## src/rtl/gpio_chg_pkg.sv

```systemverilog
package gpio_chg_pkg;
  localparam int unsigned REG_W  = 32;
  localparam int unsigned ADDR_W = 2;

  typedef enum logic [ADDR_W-1:0] {
    RA_ENABLE  = 2'd0,
    RA_DISABLE = 2'd1,
    RA_MASK    = 2'd2,
    RA_STATUS  = 2'd3
  } reg_addr_e;
endpackage

```

## src/rtl/gpio_chg_sync.sv

```systemverilog
module gpio_chg_sync #(
  parameter int unsigned          WIDTH     = 32,
  parameter int unsigned          STAGES    = 2,
  parameter logic [WIDTH-1:0]     LINE_MASK = '1
) (
  input  logic             clk_i,
  input  logic             rst_ni,
  input  logic [WIDTH-1:0] raw_i,
  output logic [WIDTH-1:0] sync_o
);
  for (genvar b = 0; b < WIDTH; b++) begin : g_line
    if (LINE_MASK[b]) begin : g_live
      logic [STAGES-1:0] chain_q;
      always_ff @(posedge clk_i) begin
        if (!rst_ni) chain_q <= {STAGES{raw_i[b]}};
        else         chain_q <= {chain_q[STAGES-2:0], raw_i[b]};
      end
      assign sync_o[b] = chain_q[STAGES-1];
    end else begin : g_absent
      assign sync_o[b] = 1'b0;
    end
  end
endmodule

```

## src/rtl/gpio_chg_detect.sv

```systemverilog
module gpio_chg_detect #(
  parameter int unsigned      WIDTH     = 32,
  parameter logic [WIDTH-1:0] LINE_MASK = '1
) (
  input  logic             clk_i,
  input  logic             rst_ni,
  input  logic [WIDTH-1:0] raw_i,
  input  logic [WIDTH-1:0] sync_i,
  output logic [WIDTH-1:0] chg_o
);
  logic [WIDTH-1:0] prev_q;

  // During reset the previous value follows the live pins, as the
  // synchroniser stages do, so that release reports no phantom edge.
  always_ff @(posedge clk_i) begin
    if (!rst_ni) prev_q <= raw_i & LINE_MASK;
    else         prev_q <= sync_i;
  end

  assign chg_o = (sync_i ^ prev_q) & LINE_MASK;
endmodule

```

## src/rtl/gpio_chg_regs.sv

```systemverilog
module gpio_chg_regs
  import gpio_chg_pkg::*;
#(
  parameter logic [REG_W-1:0] LINE_MASK = '1
) (
  input  logic              clk_i,
  input  logic              rst_ni,
  input  logic [REG_W-1:0]  chg_i,
  input  logic              bus_en_i,
  input  logic              bus_we_i,
  input  logic [ADDR_W-1:0] bus_addr_i,
  input  logic [REG_W-1:0]  bus_wdata_i,
  output logic [REG_W-1:0]  bus_rdata_o,
  output logic [REG_W-1:0]  mask_o,
  output logic [REG_W-1:0]  status_o,
  output logic              irq_o
);
  logic [REG_W-1:0] mask_q, status_q;
  logic             wr_en, wr_dis, rd_stat;
  reg_addr_e        addr;

  assign addr    = reg_addr_e'(bus_addr_i);
  assign wr_en   = bus_en_i &  bus_we_i & (addr == RA_ENABLE);
  assign wr_dis  = bus_en_i &  bus_we_i & (addr == RA_DISABLE);
  assign rd_stat = bus_en_i & ~bus_we_i & (addr == RA_STATUS);

  always_ff @(posedge clk_i) begin
    if (!rst_ni) begin
      mask_q <= '0;
    end else if (wr_en) begin
      mask_q <= mask_q | (bus_wdata_i & LINE_MASK);
    end else if (wr_dis) begin
      mask_q <= mask_q & ~bus_wdata_i;
    end
  end

  // Clear first, then merge fresh changes: an event seen in the read
  // cycle survives into the next status value.
  always_ff @(posedge clk_i) begin
    if (!rst_ni) status_q <= '0;
    else         status_q <= ((rd_stat ? '0 : status_q) | chg_i) & LINE_MASK;
  end

  always_comb begin
    bus_rdata_o = '0;
    if (bus_en_i && !bus_we_i) begin
      unique case (addr)
        RA_MASK:   bus_rdata_o = mask_q;
        RA_STATUS: bus_rdata_o = status_q;
        default:   bus_rdata_o = '0;
      endcase
    end
  end

  assign irq_o    = |(status_q & mask_q);
  assign mask_o   = mask_q;
  assign status_o = status_q;
endmodule

```

## src/rtl/gpio_chg_irq.sv

```systemverilog
module gpio_chg_irq
  import gpio_chg_pkg::*;
#(
  parameter logic [REG_W-1:0] LINE_MASK   = 32'h0FFF_FFFF,
  parameter int unsigned      SYNC_STAGES = 2
) (
  input  logic              clk_i,
  input  logic              rst_ni,
  input  logic [REG_W-1:0]  pins_i,
  input  logic              bus_en_i,
  input  logic              bus_we_i,
  input  logic [ADDR_W-1:0] bus_addr_i,
  input  logic [REG_W-1:0]  bus_wdata_i,
  output logic [REG_W-1:0]  bus_rdata_o,
  output logic              irq_o
);
  logic [REG_W-1:0] sync_w, chg_w, mask_w, status_w;

  gpio_chg_sync #(
    .WIDTH(REG_W), .STAGES(SYNC_STAGES), .LINE_MASK(LINE_MASK)
  ) u_sync (
    .clk_i(clk_i), .rst_ni(rst_ni), .raw_i(pins_i), .sync_o(sync_w)
  );

  gpio_chg_detect #(
    .WIDTH(REG_W), .LINE_MASK(LINE_MASK)
  ) u_detect (
    .clk_i(clk_i), .rst_ni(rst_ni), .raw_i(pins_i),
    .sync_i(sync_w), .chg_o(chg_w)
  );

  gpio_chg_regs #(
    .LINE_MASK(LINE_MASK)
  ) u_regs (
    .clk_i(clk_i), .rst_ni(rst_ni), .chg_i(chg_w),
    .bus_en_i(bus_en_i), .bus_we_i(bus_we_i), .bus_addr_i(bus_addr_i),
    .bus_wdata_i(bus_wdata_i), .bus_rdata_o(bus_rdata_o),
    .mask_o(mask_w), .status_o(status_w), .irq_o(irq_o)
  );
endmodule

```

## config.mk

```make
export PLATFORM = sky130hd
export DESIGN_NAME = gpio_chg_irq
export DESIGN_NICKNAME = d
export VERILOG_FILES = /design/src/rtl/gpio_chg_pkg.sv /design/src/rtl/gpio_chg_sync.sv /design/src/rtl/gpio_chg_detect.sv /design/src/rtl/gpio_chg_regs.sv /design/src/rtl/gpio_chg_irq.sv
export SDC_FILE = /design/constraint.sdc
export NUM_CORES = 1
export LEC_CHECK = 0
export BUFFER_PORTS_ARGS = -buffer_cell sky130_fd_sc_hd__buf_2
export CELL_PAD_IN_SITES_DETAIL_PLACEMENT = 2
export CELL_PAD_IN_SITES_GLOBAL_PLACEMENT = 2
export CORE_ASPECT_RATIO = 1.5
export CORE_MARGIN = 10
export CORE_UTILIZATION = 39
export CTS_CLUSTER_DIAMETER = 40
export CTS_CLUSTER_SIZE = 14
export DETAILED_ROUTE_END_ITERATION = 8
export HOLD_SLACK_MARGIN = 0.03
export PLACE_DENSITY_LB_ADDON = 0.1
export SKIP_LAST_GASP = 1
export SLEW_MARGIN = 20
export SYNTH_ARGS = -nofsm -noshare
export SYNTH_HDL_FRONTEND = slang
export SYNTH_HIERARCHICAL = 1
export SYNTH_SLANG_ARGS = --single-unit
```

## constraint.sdc

```tcl
create_clock -name clk_i -period 2.1 [get_ports clk_i]
set_input_delay 0.21 -clock clk_i [delete_from_list [all_inputs] [get_ports clk_i]]
set_output_delay 0.21 -clock clk_i [all_outputs]
set_load 0.01 [all_outputs]
```

Word-level counts from Yosys, hierarchy flattened. Cells that the tools add are included. Widths: inputs -> output; s select.

Memory bits (writable): 0. Memories: 0. Output and inout port bits: 33. Word-level logic and storage cells: 85. Latch bits: 0. Register bits after elaboration: 144. Memory bits (read-only): 0.

$lt $le $gt $ge: 0. Reduce and logical (&&, ||, !) cells: 5. Muxes and demuxes: 34. Div/mod/pow operators: 0. Multiply operators: 0. Shift operators: 0. Bitwise gates (word level): 12. Eq/ne operators: 3. $add $sub $neg: 0.

Operators by type and width (number): $mux 32 (3); $pmux 32 s2 (1); $mux 2 (28); $mux 28 (2); $and 28x32->32 (1); $and 32x32->32 (1); $not 32->32 (1); $or 32x28->32 (1); $reduce_or 32->1 (1); $or 28x28->28 (1); $xor 28x28->28 (1); $and 1x1->1 (5); $eq 2x2->1 const B (2); $eq 2x1->1 const B (1); $logic_not 2->1 (1); $reduce_bool 2->1 (1); $logic_and 1x1->1 (1); $logic_not 1->1 (1); $not 1->1 (1).

Longest topological paths before layout. Gate-level depths: netlist of run 1.

Word-level depth: 5. Mapped depth: 5.

Modules after synthesis. Netlist of run 1, hierarchy kept.

By module, submodules not included: gpio_chg_regs (area an instance 2476.1 um2, times used 1, cells each 266); gpio_chg_sync (area an instance 1806.7 um2, times used 1, cells each 120); gpio_chg_detect (area an instance 1281.2 um2, times used 1, cells each 92).

Worst setup path before layout of run 1. Ideal clock, no wire load.

Path kind: input to output. Start point: in bus_addr_i[0]. End point: out bus_rdata_o[12]. Buffers on the path: 2. Stages on the path: 4. Setup slack: 0.748 ns. Data required time: 1.890 ns. Data arrival time: 1.142 ns. Cell sequence: buf_2 nor3_2 clkbuf_1 a22o_1.

Cells in the longest elaborated chain, start to end: 3. Elaborated cells between the ends (all ways): 4. Classes of those cells: 2 x eq/ne; 2 x mux.

Ends and longest elaborated chain: start, declared (line gpio_chg_irq.sv:12) `input logic [ADDR_W-1:0] bus_addr_i,`; $eq 2x2->1 (line gpio_chg_regs.sv:47) `unique case (addr)`; $pmux 32 s2 (*) (line gpio_chg_regs.sv:47); $mux 32 (*) (line gpio_chg_regs.sv:46) `if (bus_en_i && !bus_we_i) begin`; end, declared (line gpio_chg_irq.sv:14) `output logic [REG_W-1:0] bus_rdata_o,`.

Every way passes the cells marked *; elsewhere a longest branch is shown, timed or not.

Worst setup path after layout of run 1.
Start point: reg u_regs.status_q[11], in the netlist u_regs/status_o[11]. End point: out irq_o.

Cells in the longest elaborated chain, start to end: 2.

Ends and longest elaborated chain: start, declared (line gpio_chg_regs.sv:18) `logic [REG_W-1:0] mask_q, status_q;`; start signal, assigned (line gpio_chg_regs.sv:41) `else status_q <= ((rd_stat ? '0 : status_q) | chg_i) & LINE_MASK;`; $and 28x32->32 (line gpio_chg_regs.sv:55) `assign irq_o = |(status_q & mask_q);`; $reduce_or 32->1 (line gpio_chg_regs.sv:55); end, declared (line gpio_chg_irq.sv:15) `output logic irq_o`.

Every way passes these cells.

==> flow_summary.toml, run 1 <==
[power]
swShare = 0.248
intPower_w = 0.00499
seqPwrFrac = 0.466
p_per_area_nw_per_um2 = 950
total_power_w = 0.00664
pwr-share-comb = 0.103
switchingPower_w = 0.00165
p_leak_nw = 3.00
pwr-share-clk = 0.432
ir_drop_v = 0.000492

[critical_path]
cp_num_buf_inv = 1
crit_path_max_incr_delay_ns = 0.56
arrival_ns = 1.81
critPathTopFamily = "simple AND/OR/NAND/NOR gates"
reg2reg_slack_ns = 1.23
cp_max_fo = 3
cp_slowest_cell = "or4_4"
worstSetupPathType = "flip-flop to output pin"
critPathCaptureType = "output pin"
cp.required_ns = 1.89
path_cells = "a22oi_2 > nand4_1 > or4_4 > buf_2"
start_kind = "flip-flop"

[synth]
synth_cells = 463
netlist_area_um2 = 5460
avgSynthCellArea_um2 = 11.8
yosysWarnings = 6
syn_nets = 533

[drt]
drt_iter0_drc = 197
wl_per_cell_um = 20.8
routed_via_density = 5.30
drc = 0
first_pass_iters = 4
routed_wl_mm = 15.8
drt.antenna.violating_nets = 0
vias = 4045

[clock_tree]
cts_tree = "yes"
cts_htree_levels = 4
clock-sinks = 144
root_buffer = "clkbuf_16"
clk_latency_ns = 0.42
cts_buffers = 17
clockBufferDepth = 2
path_clk_slew_ns = 0.06

[placed_design]
io_buffers = 98
place_congestion = 0.798
place_ws_ns = 0.456
place_area_um2 = 5840
post-dp-hpwl_mm = 10.4

[sta]
rsz0062_at_grt = "false"
layout_setup_ws_ns = 0.0809
relSlewSlack = 0.672
setup_viol_count_final = 0
post-route-period-util = 0.961
fmax_mhz = 495
finalCriticalPeriod_ns = 2.02
setup_tns_ns = 0
fin_skew_ns = 0.00597
tightest_slew_ns = 0.492
whs_ns = 0.0500
hold_violations = 0
drv_slew = 0

[floorplanning]
dieHeight_um = 165
core-area_um2 = 13600
fp.dieArea_um2 = 19200
ios = 103
rows = 52
start_util = 0.402
die_x_um = 117

[flow_run]
max_cap_violations = 0

[final_layout]
regArea_um2 = 2880
areaGrowthSynthToFinish_pct = 27.9
nFillCells = 1320
fin_nets = 658
finalInstanceArea_um2 = 6980
multi_input_comb_area_um2 = 2180
drive_above_1_share = 0.334
n_antenna_cell = 0

[global_routing]
grt_pass1_vias = 4543
antenna_found_initial = 0
grt.total_usage = 0.168
grt_pass1_wl_mm = 24.8
grt-ovfl-total = 0
grt_start_max_net_pins = 42

[min_path]
worstHoldPathType = "primary input to flip-flop"

[run_status]
outcome = "finished clean"
final timing paths:
| check | from | to | cells after the start |
|---|---|---|---|
| max | u_regs/status_o[11] | irq_o | 4 |
| min | bus_wdata_i[0] | flip-flop | 2 |
| max reg2reg | u_sync/g_line[14].g_live.chain_q[1] | u_regs/status_o[14] | 3 |
| min reg2reg | u_regs/mask_o[31] | u_regs/mask_o[31] | 2 |
area by class of cell:
cell class,count,share of cell area
multi-input combinational,260,0.313
clock buffer,21,0.0645
sequential,144,0.413
inverter,1,0.000537
clock inverter,11,0.0154
timing repair buffer,164,0.165
tap,162,0.0290
routing by layer:
| metal | GRT usage | wire length [um] | up-vias | part of all wire |
|---|---|---|---|---|
| met5 | 0 | 0 | - | 0 |
| met4 | 0.0626 | 266 | 0 | 0.017 |
| met3 | 0.0468 | 877 | 18 | 0.055 |
| met2 | 0.300 | 8320 | 106 | 0.53 |
| met1 | 0.184 | 6370 | 2013 | 0.40 |
| li1 | - | - | 1908 | - |
layout by cell type (no fill, tap or decap), drive strengths merged, types with 21 or more instances in the layout:
cell type / instances
dlygate4sd3: 56
clkbuf: 21
a311oi: 28
dfxtp: 144
xor2: 28
nor2: 28
mux2: 56
a21oi: 56
buf: 108
a22o: 28
metrics by stage:
step / std cells / utilization
5_1_grt: 763 / 0.514
3_3_place_gp: 675 / 0.430
6_report: 763 / 0.514
3_5_place_dp: 675 / 0.430
4_1_cts: 763 / 0.512
2_1_floorplan: 463 / -
what timing repair did:
| item | CTS | global route |
|---|---|---|
| setup buffers | 0 | 0 |
| hold buffers | 56 | 0 |
| setup endpoints to repair | 1 | 1 |
| hold endpoints to repair | 61 | 0 |
| resized for setup | 1 | 4 |
power by group through the flow:
stage	clock network (W)	logic [W]	registers, W
after detailed placement	0	0.000585	0.00315
after CTS	0.00293	0.000681	0.00309
after global routing	0.00307	0.000744	0.00312
final	0.00287	0.000681	0.00309
after global placement	0	0.000556	0.00313
after floorplan	0	0.000472	0.00308
Note: power is estimated with default switching activity, not from simulation.
==> run 2, diff against run 1 <==
Settings changed: CORE_ASPECT_RATIO 1.5 to 1.75.
==> flow_summary.toml, run 2 (synthesized netlist as in run 1, its figures left out) <==
[power]
p_leak_nw = 3.02
ir_drop_v = 0.000573
p_per_area_nw_per_um2 = 994

[final_layout]
final_cell_mix = "dfxtp_1 (144), buf_2 (97), a21oi_1 (56)"
nFillCells = 1397
drive_above_1_share = 0.332
fin_nets = 651
areaGrowthSynthToFinish_pct = 28.5
n_antenna_cell = 0
final_common_cell = "dfxtp_1"

[drt]
routed_wl_mm = 15.8
drt.antenna.violating_nets = 0
drc = 0
drt_iter0_drc = 93
routed_via_density = 5.27
vias = 4057
wl_per_cell_um = 20.6
first_pass_iters = 4

[clock_tree]
clk_latency_ns = 0.40
clockBufferDepth = 2
postCtsSetupRepairBufs = 0
path_clk_slew_ns = 0.06
cts_buffers = 17
cts_htree_levels = 4
root_buffer = "clkbuf_16"
clock-sinks = 144
cts_tree = "yes"

[sta]
hold_violations = 0
finalCriticalPeriod_ns = 2.02
fin_skew_ns = 0.00681
tightest_slew_ns = 0.494
layout_setup_ws_ns = 0.0767
fmax_mhz = 494
post-route-period-util = 0.963
drv_slew = 0
setup_tns_ns = 0
relSlewSlack = 0.671
setup_viol_count_final = 0
rsz0062_at_grt = "false"

[global_routing]
grt_pass1_wl_mm = 25.0
grt.total_usage = 0.168
grt_pass1_vias = 4592
grt_start_max_net_pins = 57
grt-ovfl-total = 0
antenna_found_initial = 0

[placed_design]
io_buffers = 98
place_congestion = 0.745
post-dp-hpwl_mm = 10.6
place_ws_ns = 0.449

[critical_path]
arrival_ns = 1.81
cp_max_fo = 3
worstSetupPathType = "flip-flop to output pin"
start_kind = "flip-flop"
cp.required_ns = 1.89
critPathCaptureType = "output pin"

[floorplanning]
ios = 103
core-area_um2 = 13800
fp.dieArea_um2 = 19300
rows = 57
start_util = 0.395
die_x_um = 109
dieHeight_um = 177

[run_status]
outcome = "finished clean"

[flow_run]
max_cap_violations = 0

[min_path]
worstHoldPathType = "primary input to flip-flop"
-- run 2: cell count changes in the layout (fill, tap and decap cells not counted), moves of 2 or more --
cell	change
dlygate4sd3_1	-5
clkinvlp_4	-3
clkbuf_8	+2
buf_4	-3
bufinv_16	+3
inv_6	-2
-- run 2: worst max-delay path: stages, from the launching register on --
cell     delay, ns
dfxtp_1       0.34
a22oi_1       0.27
nand4_1       0.15
or4_4         0.50
buf_2         0.16
-- run 2: metal layers --
layer	vias to the layer above	global-route usage	share of wire
li1	1894	-	-
met1	2018	0.178	0.37
met2	124	0.304	0.55
met3	21	0.0456	0.056
met4	0	0.0605	0.024
met5	-	0	0
-- run 2: per-stage QoR --
step / util / cell area [um2] / total power [W] / instances / hold WS (ns)
floorplan: - / 5460 / 0.00355 / 463 / 0.238
global placement: 0.423 / 5860 / 0.00369 / 688 / 0.334
detailed placement: 0.423 / 5860 / 0.00374 / 688 / 0.342
CTS: 0.506 / 7000 / 0.00705 / 770 / 0.0313
global route: 0.507 / 7020 / 0.00729 / 770 / 0.0317
finish: 0.507 / 7020 / 0.00698 / 770 / 0.0468
-- run 2: timing repair --
item                                    CTS  global route
resized for setup                         0             4
endpoints found under the setup margin    0             1
endpoints found under the hold margin    51             0
hold buffers                             51             0
-- run 2: layout make-up --
class / count / area (um2) / area share
flip-flops and latches: 144 / 2880 / 0.411
inverters: 1 / 3.75 / 0.000535
repair buffers: 157 / 1100 / 0.157
well taps: 177 / 221 / 0.0316
clock buffers: 23 / 478 / 0.0681
multi-input cells: 260 / 2180 / 0.310
clock inverters: 8 / 153 / 0.0218
-- run 2: power by group --
group / leakage [nW] / switching [W] / internal (W) / total [W]
Sequential: 1.20 / 0.000156 / 0.00295 / 0.00310
Clock: 0.300 / 0.00112 / 0.00209 / 0.00321
Combinational: 1.52 / 0.000299 / 0.000367 / 0.000666
-- run 2: final timing paths --
kind,depth (start not counted),from,slack (ns),to
worst max-delay path,4,u_regs/status_o[14],0.08,irq_o
worst min-delay path,2,bus_wdata_i[13],0.05,flip-flop
worst max register to register,2,flip-flop,1.25,flip-flop
worst min register to register,2,u_regs/mask_o[28],0.43,u_regs/mask_o[28]
==> run 3, diff against run 2 <==
Settings changed: ABC_AREA set to 1, CORE_UTILIZATION 39 to 34.
==> flow_summary.toml, run 3 <==
[run_status]
outcome = "finished clean"

[final_layout]
drive_above_1_share = 0.201
fin_nets = 1014
n_antenna_cell = 0
final_common_cell = "nand2_1"
areaGrowthSynthToFinish_pct = 20.9
final_cell_mix = "nand2_1 (357), dfxtp_1 (144), inv_1 (122)"

[floorplanning]
rows = 65
start_util = 0.345
core-area_um2 = 18000
ios = 103
dieHeight_um = 199
fp.dieArea_um2 = 24200
die_x_um = 122

[power]
p_leak_nw = 3.63
pwr-share-clk = 0.461
intPower_w = 0.00512
ir_drop_v = 0.000405
swShare = 0.256
seqPwrFrac = 0.444
p_per_area_nw_per_um2 = 918
pwr-share-comb = 0.095
switchingPower_w = 0.00176

[sta]
fmax_mhz = 590
finalCriticalPeriod_ns = 1.70
fin_skew_ns = 0.00745
tightest_slew_ns = 0.692
setup_viol_count_final = 0
whs_ns = 0.0506
drv_slew = 0
post-route-period-util = 0.808
relSlewSlack = 0.539
hold_violations = 0
rsz0062_at_grt = "false"
setup_tns_ns = 0

[drt]
drt_iter0_drc = 151
drt.antenna.violating_nets = 0
wl_per_cell_um = 16.4
vias = 5521
first_pass_iters = 4
routed_wl_mm = 19.5
routed_via_density = 4.64
drc = 0

[placed_design]
place_congestion = 0.765
io_buffers = 98
post-dp-hpwl_mm = 13.4

[critical_path]
r2r_cells = 5
cp.required_ns = 1.89
critPathCaptureType = "output pin"
worstSetupPathType = "flip-flop to output pin"
start_kind = "flip-flop"
arrival_ns = 1.49
cp_max_fo = 3

[clock_tree]
clock-sinks = 144
clockBufferDepth = 2
postCtsSetupRepairBufs = 0
post_cts_resize_count = 0
root_buffer = "clkbuf_16"
path_clk_slew_ns = 0.06
cts_tree = "yes"
cts_buffers = 17
clk_latency_ns = 0.43
cts_htree_levels = 4

[synth]
syn_nets = 920
avgSynthCellArea_um2 = 7.29
synth_cells = 850
yosysWarnings = 6
netlist_area_um2 = 6200

[global_routing]
grt-ovfl-total = 0
antenna_found_initial = 0
grt_start_max_net_pins = 57
grt.total_usage = 0.167
grt_pass1_vias = 6467
grt_pass1_wl_mm = 32.0

[min_path]
holdPathStages = 3
worstHoldPathType = "primary input to flip-flop"

[flow_run]
max_cap_violations = 0
## run 3: worst paths after layout
check / from / end / slack, ns
setup / recovery: flip-flop / irq_o / 0.40
hold / removal: bus_wdata_i[10] / flip-flop / 0.05
setup reg to reg: u_sync/g_line[12].g_live.chain_q[1] / u_regs/status_o[12] / 1.21
hold reg to reg: u_sync/g_line[1].g_live.chain_q[0] / u_sync/g_line[1].g_live.chain_q[1] / 0.43
## run 3: metal layers
metal / vias up / track usage / share of wire
met1: 2706 / 0.171 / 0.40
met3: 19 / 0.0346 / 0.025
met4: 0 / 0.0592 / 0.016
li1: 2720 / - / -
met5: - / 0 / 0
met2: 76 / 0.320 / 0.56
## run 3: critical path: stages (launching register included)
cell and delay, ns:
dfxtp_1 0.33, nand2_1 0.07, nand2_1 0.05, nor2_1 0.12, nand2_1 0.12, nor2_1 0.12
nand2_1 0.09, buf_2 0.15
## run 3: power by group through the flow
stage               logic (W)  registers (W)  clock network, W
floorplan            0.000477        0.00305                 0
global placement     0.000573        0.00310                 0
detailed placement   0.000615        0.00312                 0
CTS                  0.000670        0.00306           0.00325
global route         0.000757        0.00308           0.00338
finish               0.000655        0.00305           0.00317
## run 3: through the flow
| stage | setup WS, ns | std cells | area, um2 | total power [W] | util |
|---|---|---|---|---|---|
| 6_report | 0.404 | 1191 | 7490 | 0.00688 | 0.417 |
| 5_1_grt | 0.253 | 1191 | 7490 | 0.00722 | 0.417 |
| 2_1_floorplan | 0.926 | 850 | 6200 | 0.00353 | - |
| 3_5_place_dp | 0.428 | 1129 | 6580 | 0.00373 | 0.366 |
| 4_1_cts | 0.336 | 1191 | 7490 | 0.00698 | 0.417 |
| 3_3_place_gp | 0.494 | 1129 | 6580 | 0.00367 | 0.366 |
## run 3: final cells by class
class	count	area, um2
Clock inverter	12	155
Tap cell	234	293
Fill cell	2129	10500
Inverter	125	469
Clock buffer	20	457
Sequential cell	144	2880
Timing Repair Buffer	137	871
Multi-Input combinational cell	519	2360
## run 3: repair_timing
item                                    4_1_cts  5_1_grt
endpoints found under the setup margin        0        0
endpoints found under the hold margin        81        0
hold buffers                                 30        0
